`src/rtl/sfr_pkg.sv`:
```
package sfr_pkg;

  typedef enum logic [2:0] {
    ST_OFF,
    ST_RUN,
    ST_RIDE,
    ST_HOLD,
    ST_LATCH,
    ST_CROW
  } fsm_e;

  typedef enum logic [1:0] {
    DRV_OFF,
    DRV_HI,
    DRV_LO
  } drv_e;

  localparam logic [1:0] UVM_SHUT   = 2'b00;
  localparam logic [1:0] UVM_IGNORE = 2'b01;
  localparam logic [1:0] UVM_RIDE   = 2'b10;
  localparam logic       OVM_CROW   = 1'b1;

  // Step toward the wanted driver state, never skipping the all-off state.
  function automatic drv_e drv_step(drv_e cur, drv_e want);
    if (cur == want)         return cur;
    else if (cur != DRV_OFF) return DRV_OFF;
    else                     return want;
  endfunction

endpackage

```
`src/rtl/sfr_detect.sv`:
```
module sfr_detect #(
  parameter int VW     = 12,
  parameter int PW     = 7,
  parameter int UV_LO  = 450,
  parameter int UV_HI  = 1080,
  parameter int UV_MIN = 285,
  parameter int UV_MAX = 1600
) (
  input  logic [VW-1:0] vin_code,
  input  logic [VW-1:0] vout_code,
  input  logic [VW-1:0] vtgt_code,
  input  logic [1:0]    uv_sel,
  input  logic [VW-1:0] uv_prog,
  input  logic [PW-1:0] ov_pct,
  output logic          uv_now,
  output logic          ov_now
);

  localparam int MW = ((PW > 7) ? PW : 7) + 1;
  localparam int XW = VW + MW;

  function automatic logic [VW-1:0] uv_level(logic [1:0] sel, logic [VW-1:0] prog);
    case (sel)
      2'd0:    return VW'(UV_LO);
      2'd1:    return VW'(UV_HI);
      default: begin
        if (prog < VW'(UV_MIN))      return VW'(UV_MIN);
        else if (prog > VW'(UV_MAX)) return VW'(UV_MAX);
        else                         return prog;
      end
    endcase
  endfunction

  // Cross-multiplied percent compare, no divider.
  function automatic logic over_margin(logic [VW-1:0] vo, logic [VW-1:0] vt,
                                       logic [PW-1:0] pct);
    logic [XW-1:0] lhs;
    logic [XW-1:0] rhs;
    lhs = XW'(vo) * XW'(100);
    rhs = XW'(vt) * (XW'(100) + XW'(pct));
    return lhs > rhs;
  endfunction

  assign uv_now = vin_code < uv_level(uv_sel, uv_prog);
  assign ov_now = over_margin(vout_code, vtgt_code, ov_pct);

endmodule

```
`src/rtl/sfr_policy.sv`:
```
module sfr_policy
  import sfr_pkg::*;
#(
  parameter int DW = 16,
  parameter int RW = 3
) (
  input  logic          clk,
  input  logic          rst_n,
  input  logic          run_req,
  input  logic          restart_req,
  input  logic          uv_now,
  input  logic          ov_now,
  input  logic          ext_clk,
  input  logic [1:0]    uv_mode,
  input  logic          ov_mode,
  input  logic [DW-1:0] ride_cycles,
  input  logic [DW-1:0] retry_gap,
  input  logic [RW-1:0] retry_limit,
  output logic          run_en,
  output logic          fault_latched,
  output logic          crowbar_st
);

  localparam logic [RW-1:0] RTY_ALL = '1;

  fsm_e          st_q, st_d;
  logic [DW-1:0] cnt_q, cnt_d;
  logic [RW-1:0] rty_q, rty_d;
  logic          retry_ok;
  logic          ov_crow;
  logic          any_fault;
  fsm_e          shut_to;

  assign retry_ok  = (retry_limit != '0) &&
                     ((retry_limit == RTY_ALL) || (rty_q < retry_limit));
  assign ov_crow   = (ov_mode == OVM_CROW) && !ext_clk;
  assign any_fault = uv_now || ov_now;
  assign shut_to   = retry_ok ? ST_HOLD : ST_LATCH;

  always_comb begin
    st_d  = st_q;
    cnt_d = cnt_q;
    rty_d = rty_q;
    case (st_q)
      ST_OFF: begin
        rty_d = '0;
        if (run_req && !any_fault) st_d = ST_RUN;
      end
      ST_RUN, ST_RIDE: begin
        if (ov_now) begin
          if (ov_crow) st_d = ST_CROW;
          else begin
            st_d  = shut_to;
            cnt_d = '0;
          end
        end else if (uv_now && uv_mode != UVM_IGNORE) begin
          if (uv_mode == UVM_RIDE) begin
            if (st_q == ST_RUN) begin
              st_d  = ST_RIDE;
              cnt_d = '0;
            end else if (cnt_q >= ride_cycles) begin
              st_d = ST_LATCH;
            end else begin
              cnt_d = cnt_q + DW'(1);
            end
          end else begin
            st_d  = shut_to;
            cnt_d = '0;
          end
        end else if (!run_req) begin
          st_d = ST_OFF;
        end else begin
          st_d  = ST_RUN;
          rty_d = '0;
        end
      end
      ST_HOLD: begin
        if (!run_req) begin
          st_d = ST_OFF;
        end else if (cnt_q >= retry_gap) begin
          st_d = ST_RUN;
          if (retry_limit != RTY_ALL) rty_d = rty_q + RW'(1);
        end else begin
          cnt_d = cnt_q + DW'(1);
        end
      end
      ST_LATCH, ST_CROW: begin
        if (restart_req && !any_fault) st_d = ST_OFF;
      end
      default: st_d = ST_OFF;
    endcase
  end

  always_ff @(posedge clk or negedge rst_n) begin
    if (!rst_n) begin
      st_q  <= ST_OFF;
      cnt_q <= '0;
      rty_q <= '0;
    end else begin
      st_q  <= st_d;
      cnt_q <= cnt_d;
      rty_q <= rty_d;
    end
  end

  assign run_en        = (st_q == ST_RUN) || (st_q == ST_RIDE);
  assign fault_latched = (st_q == ST_LATCH) || (st_q == ST_CROW);
  assign crowbar_st    = (st_q == ST_CROW);

endmodule

```
`src/rtl/sfr_gate.sv`:
```
module sfr_gate
  import sfr_pkg::*;
(
  input  logic clk,
  input  logic rst_n,
  input  drv_e want,
  output logic hs_en,
  output logic ls_en
);

  drv_e drv_q;

  always_ff @(posedge clk or negedge rst_n) begin
    if (!rst_n) drv_q <= DRV_OFF;
    else        drv_q <= drv_step(drv_q, want);
  end

  assign hs_en = (drv_q == DRV_HI);
  assign ls_en = (drv_q == DRV_LO);

endmodule

```
`src/rtl/sfr_ctrl.sv`:
```
module sfr_ctrl
  import sfr_pkg::*;
#(
  parameter int VW     = 12,
  parameter int PW     = 7,
  parameter int DW     = 16,
  parameter int RW     = 3,
  parameter int UV_LO  = 450,
  parameter int UV_HI  = 1080,
  parameter int UV_MIN = 285,
  parameter int UV_MAX = 1600
) (
  input  logic          clk,
  input  logic          rst_n,
  input  logic          run_req,
  input  logic          restart_req,
  input  logic          pwm_in,
  input  logic          ext_clk,
  input  logic [VW-1:0] vin_code,
  input  logic [VW-1:0] vout_code,
  input  logic [VW-1:0] vtgt_code,
  input  logic [1:0]    uv_sel,
  input  logic [VW-1:0] uv_prog,
  input  logic [PW-1:0] ov_pct,
  input  logic [1:0]    uv_mode,
  input  logic          ov_mode,
  input  logic [DW-1:0] ride_cycles,
  input  logic [DW-1:0] retry_gap,
  input  logic [RW-1:0] retry_limit,
  output logic          pgood,
  output logic          run_en,
  output logic          hs_en,
  output logic          ls_en,
  output logic          fault_latched
);

  logic uv_now;
  logic ov_now;
  logic crowbar_st;
  drv_e drv_want;

  sfr_detect #(
    .VW(VW), .PW(PW), .UV_LO(UV_LO), .UV_HI(UV_HI),
    .UV_MIN(UV_MIN), .UV_MAX(UV_MAX)
  ) u_detect (
    .vin_code (vin_code),
    .vout_code(vout_code),
    .vtgt_code(vtgt_code),
    .uv_sel   (uv_sel),
    .uv_prog  (uv_prog),
    .ov_pct   (ov_pct),
    .uv_now   (uv_now),
    .ov_now   (ov_now)
  );

  sfr_policy #(.DW(DW), .RW(RW)) u_policy (
    .clk          (clk),
    .rst_n        (rst_n),
    .run_req      (run_req),
    .restart_req  (restart_req),
    .uv_now       (uv_now),
    .ov_now       (ov_now),
    .ext_clk      (ext_clk),
    .uv_mode      (uv_mode),
    .ov_mode      (ov_mode),
    .ride_cycles  (ride_cycles),
    .retry_gap    (retry_gap),
    .retry_limit  (retry_limit),
    .run_en       (run_en),
    .fault_latched(fault_latched),
    .crowbar_st   (crowbar_st)
  );

  always_comb begin
    if (crowbar_st)  drv_want = DRV_LO;
    else if (run_en) drv_want = pwm_in ? DRV_HI : DRV_LO;
    else             drv_want = DRV_OFF;
  end

  sfr_gate u_gate (
    .clk  (clk),
    .rst_n(rst_n),
    .want (drv_want),
    .hs_en(hs_en),
    .ls_en(ls_en)
  );

  // Power good falls combinationally with the overvoltage detection.
  assign pgood = run_en && !ov_now;

endmodule

```
`config.mk`:
```
export PLATFORM = sky130hd
export DESIGN_NAME = sfr_ctrl
export DESIGN_NICKNAME = d
export VERILOG_FILES = /design/src/rtl/sfr_pkg.sv /design/src/rtl/sfr_detect.sv /design/src/rtl/sfr_policy.sv /design/src/rtl/sfr_gate.sv /design/src/rtl/sfr_ctrl.sv
export SDC_FILE = /design/constraint.sdc
export NUM_CORES = 1
export LEC_CHECK = 0
export ABC_CLOCK_PERIOD_IN_PS = 13600
export BUFFER_PORTS_ARGS = -buffer_cell sky130_fd_sc_hd__buf_2
export CAP_MARGIN = 10
export CORE_AREA = 3 3 121 123
export DETAILED_ROUTE_END_ITERATION = 8
export DIE_AREA = 0 0 124 126
export GPL_ROUTABILITY_DRIVEN = 0
export PLACE_DENSITY = 0.9
export SETUP_SLACK_MARGIN = 0.05
export SLEW_MARGIN = 15
export SYNTH_ARGS = -nofsm -noshare
export SYNTH_HDL_FRONTEND = slang
export SYNTH_SLANG_ARGS = --single-unit
```
`constraint.sdc`:
```
create_clock -name clk -period 13.6 [get_ports clk]
set_input_delay 4.08 -clock clk [delete_from_list [all_inputs] [get_ports clk]]
set_output_delay 4.08 -clock clk [all_outputs]
set_load 0.05 [all_outputs]
```
* After elaboration in Yosys (flattened, before gate mapping)
Index checks and enable logic that the tools add are counted.
** Operators by class
- Eq/ne operators :: 27
- Multiply operators :: 2
- Mux-type cells :: 36
- Reductions and logical operators :: 24
- Order comparisons :: 7
- Add/sub/neg operators :: 3
** Operators by type and width (count)
- 16-bit two-way mux :: 8
- 3-bit two-way mux :: 17
- 16-bit >= comparator :: 2
- 16-bit one-hot mux with 2 select lines :: 1
- 12-bit two-way mux :: 2
- 12-bit one-hot mux with 2 select lines :: 1
- 19-bit by 20-bit greater-than comparator with 1-bit output :: 1
- 12-bit by 20-bit multiplier with 20-bit output :: 1
- 12-bit by 5-bit multiplier with 17-bit output, second input constant :: 1
- 16-bit by 1-bit adder with 16-bit output, second input constant :: 1
- 12-bit by 11-bit greater-than comparator with 1-bit output, second input constant :: 1
- 12-bit less-than comparator :: 1
- 12-bit by 9-bit less-than comparator with 1-bit output, second input constant :: 1
- 3-bit one-hot mux with 4 select lines :: 1
- 2-bit by 1-bit inequality test with 1-bit output, second input constant :: 5
- 2-bit inequality test, second input constant :: 5
- 3-bit == test, second input constant :: 3
- 3-bit one-hot mux with 3 select lines :: 1
- 7-bit by 7-bit adder with 8-bit output, first input constant :: 1
- 2-bit two-way mux :: 4
- 7-bit AND reduction :: 1
- 3-bit by 2-bit == test with 1-bit output, second input constant :: 2
- 1-bit logical AND :: 6
- 3-bit by 2-bit inequality test with 1-bit output, second input constant :: 2
- 19 further kinds :: 30
** Storage, ports and cells
- Word-level logic and storage cells :: 103
- Output and inout port bits :: 5
- Register bits :: 24
- Bits of input ports :: 101

* Logic depth before layout (Yosys ltp)
Gate-level depths: netlist of run 1.
- Depth in word-level cells :: 10
- Gate-level depth with buffers :: 31
- Depth with buffers taken out :: 28

* Modules after synthesis
Synthesis of run 1 repeated with hierarchy kept, for this count alone.
** Unflattened totals
- Cells, all modules :: 981
- Area, all modules :: 7855.0 sq um
** By module, submodules not included
- sfr_detect :: seq. area each 0.0 sq um, instances 1, area each 5191.2 sq um, cells each 651
- sfr_policy :: seq. area each 550.5 sq um, instances 1, area each 2533.7 sq um, cells each 315
- sfr_gate :: seq. area each 50.0 sq um, instances 1, area each 105.1 sq um, cells each 10
- sfr_ctrl :: seq. area each 0.0 sq um, instances 1, area each 25.0 sq um, cells each 5

* Worst setup path after synthesis of run 1
OpenSTA, ideal clock, no wires.
- Path kind :: input-to-output
- Start point :: in ov_pct[3]
- End point :: out pgood
- Path buffers :: 2
- Cell stages on the path :: 23
- Arrival time :: 10.186 ns
- Slack :: -0.666 ns
- Data required time :: 9.520 ns
- Cells stage by stage :: and3_1 or3_1 clkbuf_1 and2_1 fa_1 fa_1 fa_1 inv_1 fa_1 inv_1 ha_1 a2111oi_2 o21ai_2 and3_2 or2_2 ha_1 nand4_1 inv_1 a2111o_1 a2111o_1 nand4_2 buf_6 and2_2
** Between the ends
- Word-level cells in the longest chain between the ends :: 5
** Ends and longest elaborated chain
- start, declared :: RTL line sfr_ctrl.sv:24 : input logic [PW-1:0] ov_pct,
- 7-bit by 7-bit adder with 8-bit output :: RTL line sfr_detect.sv:40 : rhs = XW'(vt) * (XW'(100) + XW'(pct));
- 12-bit by 20-bit multiplier with 20-bit output :: RTL line sfr_detect.sv:40
- 19-bit by 20-bit greater-than comparator with 1-bit output :: RTL line sfr_detect.sv:41 : return lhs > rhs;
- 1-bit logical NOT :: RTL line sfr_ctrl.sv:89 : assign pgood = run_en && !ov_now;
- 1-bit logical AND :: RTL line sfr_ctrl.sv:89
- end, declared :: RTL line sfr_ctrl.sv:30 : output logic pgood,
Every way passes these cells.

* Worst setup path after layout of run 1
- Start point :: in ov_pct[2]
- End point :: out pgood
The elaborated chain is that of the path after synthesis.

==> metrics.txt, run 1 <==
status finished with violations; failing checks setup timing; port buffer count 105; Area Growth Syn to Fin 16.90%; area occupied by multi-input gates 0.006271 mm2; Mapped Avg Cell Area 8.256 um2; syn_nets 1,224; DP Area 0.008577 mm2; Peak supply drop 0.1458 mV; Synth Register Bits 24; final core utilization 63.84%; clock-pin slew on the worst setup and hold paths 0.06 ns; layout cells sized above 1 20.73%; RSZ-0062 raised after global routing yes; max_cap viols 0; cell area after synthesis 0.007521 mm2; Starting Density 54.61%; n_diodes 0; gr ovfl total 0; fin cells 1,222; DIE HEIGHT 126 um; crit share post-route 102.0%; Yosys cell types 81; Worst-Skew Late Latency 0.26 ns; CP Max Fanout 7; Residual DRC 0; endpoints failing setup 1; CTS tree yes; final hold slack 0.4479 ns; Slew HR 41.47%; Cells after DPL 1,217; core area 0.01377 mm2; sequential fraction of the synthesis area 7.985%; die width 124 um; routed vias 6,806; DR WL/cell 14.58 um; CP arrival 9.79 ns; via/cell ratio 5.570; clock buffer count from CTS 3; dominant synthesized flop cell dfrtp_1; HP Class flop to flop; final WL 17,810 um; Post-Route Skew 0.001513 ns; First DRT Iteration DRCs 415; clk sinks 24; Mapped Cells 911; cell area power density 187.6 mW/mm2; Crit Path Class input pin to primary output; Clock Path Buffers 2; fillers 1,128; Initial DRT Pass Iterations 5; Max Slew Vio Count 0; register area 600.6 um2; post-layout min period 13.87 ns; first-pass GRT wire length 30,940 um; post-DP HPWL 15,190 um; vias in the first global route 6,997; # IOs 106; H-Tree Depth 1; PnR worst setup slack -0.2714 ns; Die ar. 0.01562 mm2; initial antenna violation count 0; asr flop ratio synth 100.0%; maximum clock rate 0.07209 GHz; final hold vios 0; warnings from Yosys 0; Net count, final 1,357; EDFF count, synth 0; critical path data required time 9.52 ns; worst-margin pin slew 0.8731 ns; Critical Path End Type primary output; P_leak 0.004676 uW; GRT Total Usage 23.48%; Hold-fix buffers, CTS 0; Power Total 1650 uW; Root Buffer clkbuf_16; antenna viol nets, final 0; Startpoint Class input pin; largest net degree at the start of global routing 25; # rows 43; post-route cell area 0.008792 mm2
## metal layers
layer,track usage (%),up-vias,part of all wire (%)
li1,-,3332,-
met3,2.380,44,5.1
met5,0,-,0
met4,5.477,0,2.4
met1,30.39,3221,42
met2,41.87,209,50
## synthesized netlist by cell type (all sizes together) (2+ instances only)
cell | number | area (um2)
inv | 200 | 750.7
ha | 145 | 1814
fa | 67 | 1341
nand2 | 62 | 232.7
and2 | 56 | 351.6
a21oi | 36 | 180.2
nor2 | 35 | 131.4
o21ai | 25 | 132.6
dfrtp | 24 | 600.6
a21o | 17 | 132.6
o22ai | 17 | 106.4
a2111oi | 16 | 146.4
nor3 | 16 | 85.08
nor2b | 15 | 93.84
xnor2 | 15 | 131.4
xor2 | 14 | 122.6
clkbuf | 12 | 66.31
nand3 | 12 | 60.06
nand2b | 11 | 68.82
nand4 | 11 | 75.07
and3 | 9 | 65.06
a211oi | 7 | 52.55
a31oi | 6 | 37.54
buf | 6 | 65.05
o211ai | 6 | 50.05
or2 | 5 | 31.28
a41oi | 4 | 35.03
nor4 | 4 | 25.02
o21a | 4 | 31.28
or3 | 4 | 25.02
a2111o | 3 | 33.78
a211o | 3 | 26.28
a31o | 3 | 35.04
o211a | 3 | 37.54
o21bai | 3 | 22.52
or4 | 3 | 22.52
a21boi | 2 | 15.01
a221oi | 2 | 23.77
a311o | 2 | 20.02
and4 | 2 | 18.77
mux2 | 2 | 22.52
mux2i | 2 | 20.02
o311ai | 2 | 25.03
## placed cells by master, fill, tap and decap left out, drive strengths merged, types with 3 or more instances in the layout
| cell | netlist | routed |
|---|---|---|
| a2111o | 3 | 3 |
| a2111oi | 16 | 16 |
| a211o | 3 | 3 |
| a211oi | 7 | 7 |
| a21o | 17 | 17 |
| a21oi | 36 | 36 |
| a31o | 3 | 3 |
| a31oi | 6 | 6 |
| a41oi | 4 | 4 |
| and2 | 56 | 56 |
| and3 | 9 | 9 |
| buf | 6 | 146 |
| clkbuf | 12 | 3 |
| dfrtp | 24 | 24 |
| fa | 67 | 67 |
| ha | 145 | 145 |
| inv | 200 | 200 |
| nand2 | 62 | 62 |
| nand2b | 11 | 11 |
| nand3 | 12 | 12 |
| nand4 | 11 | 11 |
| nor2 | 35 | 35 |
| nor2b | 15 | 15 |
| nor3 | 16 | 16 |
| nor4 | 4 | 4 |
| o211a | 3 | 3 |
| o211ai | 6 | 6 |
| o21a | 4 | 4 |
| o21ai | 25 | 25 |
| o21bai | 3 | 3 |
| o22ai | 17 | 17 |
| or2 | 5 | 5 |
| or3 | 4 | 4 |
| or4 | 3 | 3 |
| xnor2 | 15 | 15 |
| xor2 | 14 | 14 |
## kinds of logic (layout without fill, tap and decap cells)
logic type	Yosys count	count (layout)	synth area share, %
flip-flops	24	24	7.985
AND/OR/NAND/NOR	251	251	17.78
buffers and inverters	218	349	11.73
XOR/XNOR	29	29	3.377
multiplexers	4	4	0.5656
other	1	1	0.04986
adder cells (fa/ha/maj)	212	212	41.96
AO/OA/AOI/OAI	172	172	16.55
## metrics by stage
step,setup TNS (ns),worst slack [ns]
floorplan,-0.09042,-0.09042
global placement,-0.4500,-0.4500
detailed placement,-0.5575,-0.5575
CTS,-0.3151,-0.3151
global route,-0.5020,-0.5020
finish,-0.2714,-0.2714
## sequential cells by signal, indices dropped and copies added (netlist names)
register,count
u_gate.drv_q,2
u_policy.st_q,3
u_policy.rty_q,3
u_policy.cnt_q,16
## path summary, 6_finish.rpt
check / from / endpoint / slack [ns] / cells past startpoint
max reg2reg: u_policy.cnt_q[0] / u_policy.st_q[2] / 10.27 / 10
max in group asynchronous: rst_n / u_gate.drv_q[0] / 9.42 / 1
min reg2reg: u_gate.drv_q[0] / u_gate.drv_q[1] / 0.45 / 1
min in group asynchronous: rst_n / u_policy.cnt_q[8] / 3.81 / 1
max: ov_pct[2] / pgood / -0.27 / 26
min: u_gate.drv_q[0] / u_gate.drv_q[1] / 0.45 / 1
## what timing repair did
action,CTS,global route
setup endpoints to repair,1,1
buffers inserted,1,1
resized for setup,22,7
pin swaps,33,9
## power by group
| group | total, uW | internal (uW) | switching [uW] |
|---|---|---|---|
| clock | 63.6 | 38.9 | 24.7 |
| combinational | 1490 | 723 | 772 |
| sequential | 91.8 | 79.7 | 12.0 |
| total | 1650 | 841 | 808 |
## worst max-delay path, cell delays in order
cell	delay [ns]
buf_8	0.11
ha_4	0.17
xor2_1	0.16
buf_4	0.16
buf_4	0.14
and2_1	0.17
fa_1	0.42
inv_1	0.09
fa_1	0.42
fa_1	0.52
fa_1	0.56
inv_1	0.04
ha_1	0.32
inv_1	0.11
buf_4	0.12
nor2_1	0.04
nor2_1	0.11
xor2_1	0.20
ha_1	0.29
a21oi_1	0.14
o21ai_0	0.14
a2111o_1	0.45
a2111o_1	0.42
nand4_2	0.13
and2_4	0.16
buf_8	0.13
## final cells by class
cell class	instances	area share, %
clock buffers	3	0.8538
inverters	200	8.538
well taps	180	2.562
multi-input cells	669	71.32
flip-flops and latches	24	6.831
repair buffers	146	9.890
Note: power is estimated with default switching activity, not from simulation.
==> run 2, diff against run 1 <==
- CORE_AREA: 3 3 121 123 -> 3 3 109 137
- DIE_AREA: 0 0 124 126 -> 0 0 112 140
==> run 2 against run 1 <==
Net effect: the flow still finishes with violations (setup timing); core utilization up 0.83 points; count of clock-buffer cells in the layout unchanged; global-route usage up 0.24 points; combinational power up 3%; fmax down 1.2%; clock power up 36%; via count up 2.8%; largest cell class unchanged; largest power group unchanged; highest routed layer unchanged.
==> metrics.txt, run 2 (same netlist as run 1, synthesis figures left out) <==
status finished with violations; failing checks setup timing; final hold vios 0 (unchanged); vias in the first global route 7,239 (+3.5%); Fin Setup TNS -0.4346 ns (-0.1632 ns); die width 112 um (-9.7%); clock-pin slew on the worst setup and hold paths 0.07 ns (about the same); first-pass GRT wire length 31,790 um (+2.7%); CP Max Fanout 5 (-2); Peak supply drop 0.1348 mV (-7.5%); Worst-Skew Late Latency 0.27 ns (about the same); area occupied by multi-input gates 0.006282 mm2 (+0.18%); Startpoint Class input pin; Starting Density 54.69% (+0.079 points); final hold slack 0.4607 ns (+0.01271 ns); Root Buffer clkbuf_16; post-layout min period 14.03 ns (+0.1632 ns); # rows 48 (+12%); worst-margin pin slew 0.8691 ns (-0.004016 ns); Post-Route Skew 0.01025 ns (+0.008738 ns); fillers 1,059 (-6.1%); core area 0.01375 mm2 (-0.15%); largest net degree at the start of global routing 25 (unchanged); post-route cell area 0.008894 mm2 (+1.2%); P_leak 0.004717 uW (+0.88%); RSZ-0062 raised after global routing yes; Crit Path Class input pin to primary output; gr ovfl total 0 (unchanged); routed vias 6,996 (+2.8%); RR Startpoint u_policy.cnt_q[0]; H-Tree Depth 1 (unchanged); CP arrival 9.95 ns (+0.16 ns); Max Slew Vio Count 0 (unchanged); Die ar. 0.01568 mm2 (+0.36%); most frequent cells in the layout inv_1 (193), ha_1 (137), buf_2 (101); DR WL/cell 15.10 um (+3.6%); CTS tree yes; Clock Path Buffers 2 (unchanged); HP Class flop to flop; register bank with the most flops u_policy.cnt_q; port buffer count 105 (unchanged); Critical Path End Type primary output; Slew HR 41.74% (+0.27 points); Net count, final 1,365 (+0.59%); DP Area 0.008556 mm2 (-0.25%); via/cell ratio 5.702 (+2.4%); commonest non-fill, non-tap cell in the layout inv_1; post-DP HPWL 15,230 um (+0.26%); max reg flops 16 (unchanged); register area 600.6 um2 (unchanged); GRT Total Usage 23.71% (+0.24 points); Hold-fix buffers, CTS 0 (unchanged); Initial DRT Pass Iterations 7 (+2); maximum clock rate 0.07125 GHz (-1.2%); HP Start u_gate.drv_q[0]; Area Growth Syn to Fin 18.25%; clk sinks 24 (unchanged); endpoints failing setup 1 (unchanged); First DRT Iteration DRCs 404 (-2.7%); PnR worst setup slack -0.4346 ns (-0.1632 ns); cell area power density 191.7 mW/mm2 (+2.2%); max_cap viols 0 (unchanged); biggest regs u_policy.cnt_q (16), u_policy.rty_q (3), u_policy.st_q (3); layout cells sized above 1 21.88% (+1.2 points); initial antenna violation count 1 (+1); DIE HEIGHT 140 um (+11%); critical path data required time 9.52 ns (about the same); final WL 18,530 um (+4.0%); Power Total 1705 uW (+3.3%); crit path from ov_pct[3]; antenna viol nets, final 0 (unchanged); Residual DRC 0 (unchanged); clock buffer count from CTS 3 (unchanged); # IOs 106 (unchanged); crit share post-route 103.2% (+1.2 points)
==> run 2: cell count changes in the layout (fill, tap and decap cells not counted), moves of 2 or more <==
cell / delta
inv_2: +2
a21oi_2: +2
o21ai_0: +2
buf_6: +3
inv_1: -2
o21ai_1: -3
buf_4: +6
and2_4: +3
and2_1: -3
==> run 2: power by group <==
group	internal (uW)	leakage [uW]	switching, uW
clock	58.6	0.0000511	27.6
combinational	728	0.00434	799
sequential	79.7	0.000331	12.2
==> run 2: what timing repair did <==
item | 4_1_cts | 5_1_grt
pin swaps | 38 | 6
gates resized for setup | 30 | 2
setup buffers | 11 | 1
setup endpoints to repair | 1 | 1
hold endpoints to repair | 0 | 0
==> run 2: worst max-delay path, stage by stage <==
cell and delay, ns:
buf_6 0.10, and3_4 0.17, or3_4 0.43, buf_6 0.14, and2_4 0.15, fa_1 0.55, fa_1 0.46, fa_1 0.58
inv_2 0.04, fa_1 0.49, inv_2 0.05, ha_4 0.23, o21a_4 0.13, or2_4 0.24, and3_4 0.19, or2_4 0.25
ha_4 0.21, nand4_1 0.11, inv_1 0.06, a2111o_1 0.38, a2111o_1 0.47, nand4_4 0.14, and2_4 0.16, buf_8 0.13
==> run 2: final timing paths <==
path	to	slack (ns)	cells past startpoint
hold reg to reg	u_gate.drv_q[1]	0.46	1
setup reg to reg	u_policy.st_q[2]	10.27	10
hold / removal	u_gate.drv_q[1]	0.46	1
setup / recovery	pgood	-0.43	24
min in group asynchronous	u_policy.cnt_q[6]	3.82	1
max in group asynchronous	u_policy.cnt_q[5]	9.38	1
==> run 2: through the flow <==
step	utilization (%)	worst slack (ns)	cells
final	64.67	-0.4346	1227
after CTS	64.48	-0.4185	1225
after global routing	64.67	-0.6116	1227
after global placement	62.21	-0.5050	1210
after floorplan	-	-0.09042	911
after detailed placement	62.21	-0.7108	1210
==> run 2: routing by layer <==
metal  part of all wire (%)  wire length [um]  up-vias  track usage [%]
met1                     37              6808     3327            26.45
li1                       -                 -     3354                -
met4                    4.3               802        0            10.32
met3                    4.0               733       76            1.469
met2                     55             10180      239            45.86
met5                      0                 0        -                0
==> run 2: area by class of cell <==
class | instances | share of cell area [%]
multi-input combinational | 669 | 70.64
timing repair buffer | 154 | 10.50
inverter | 200 | 8.441
sequential | 24 | 6.753
tap | 175 | 2.462
clock buffer | 3 | 0.8441
clock inverter | 1 | 0.3376
antenna | 1 | 0.02814
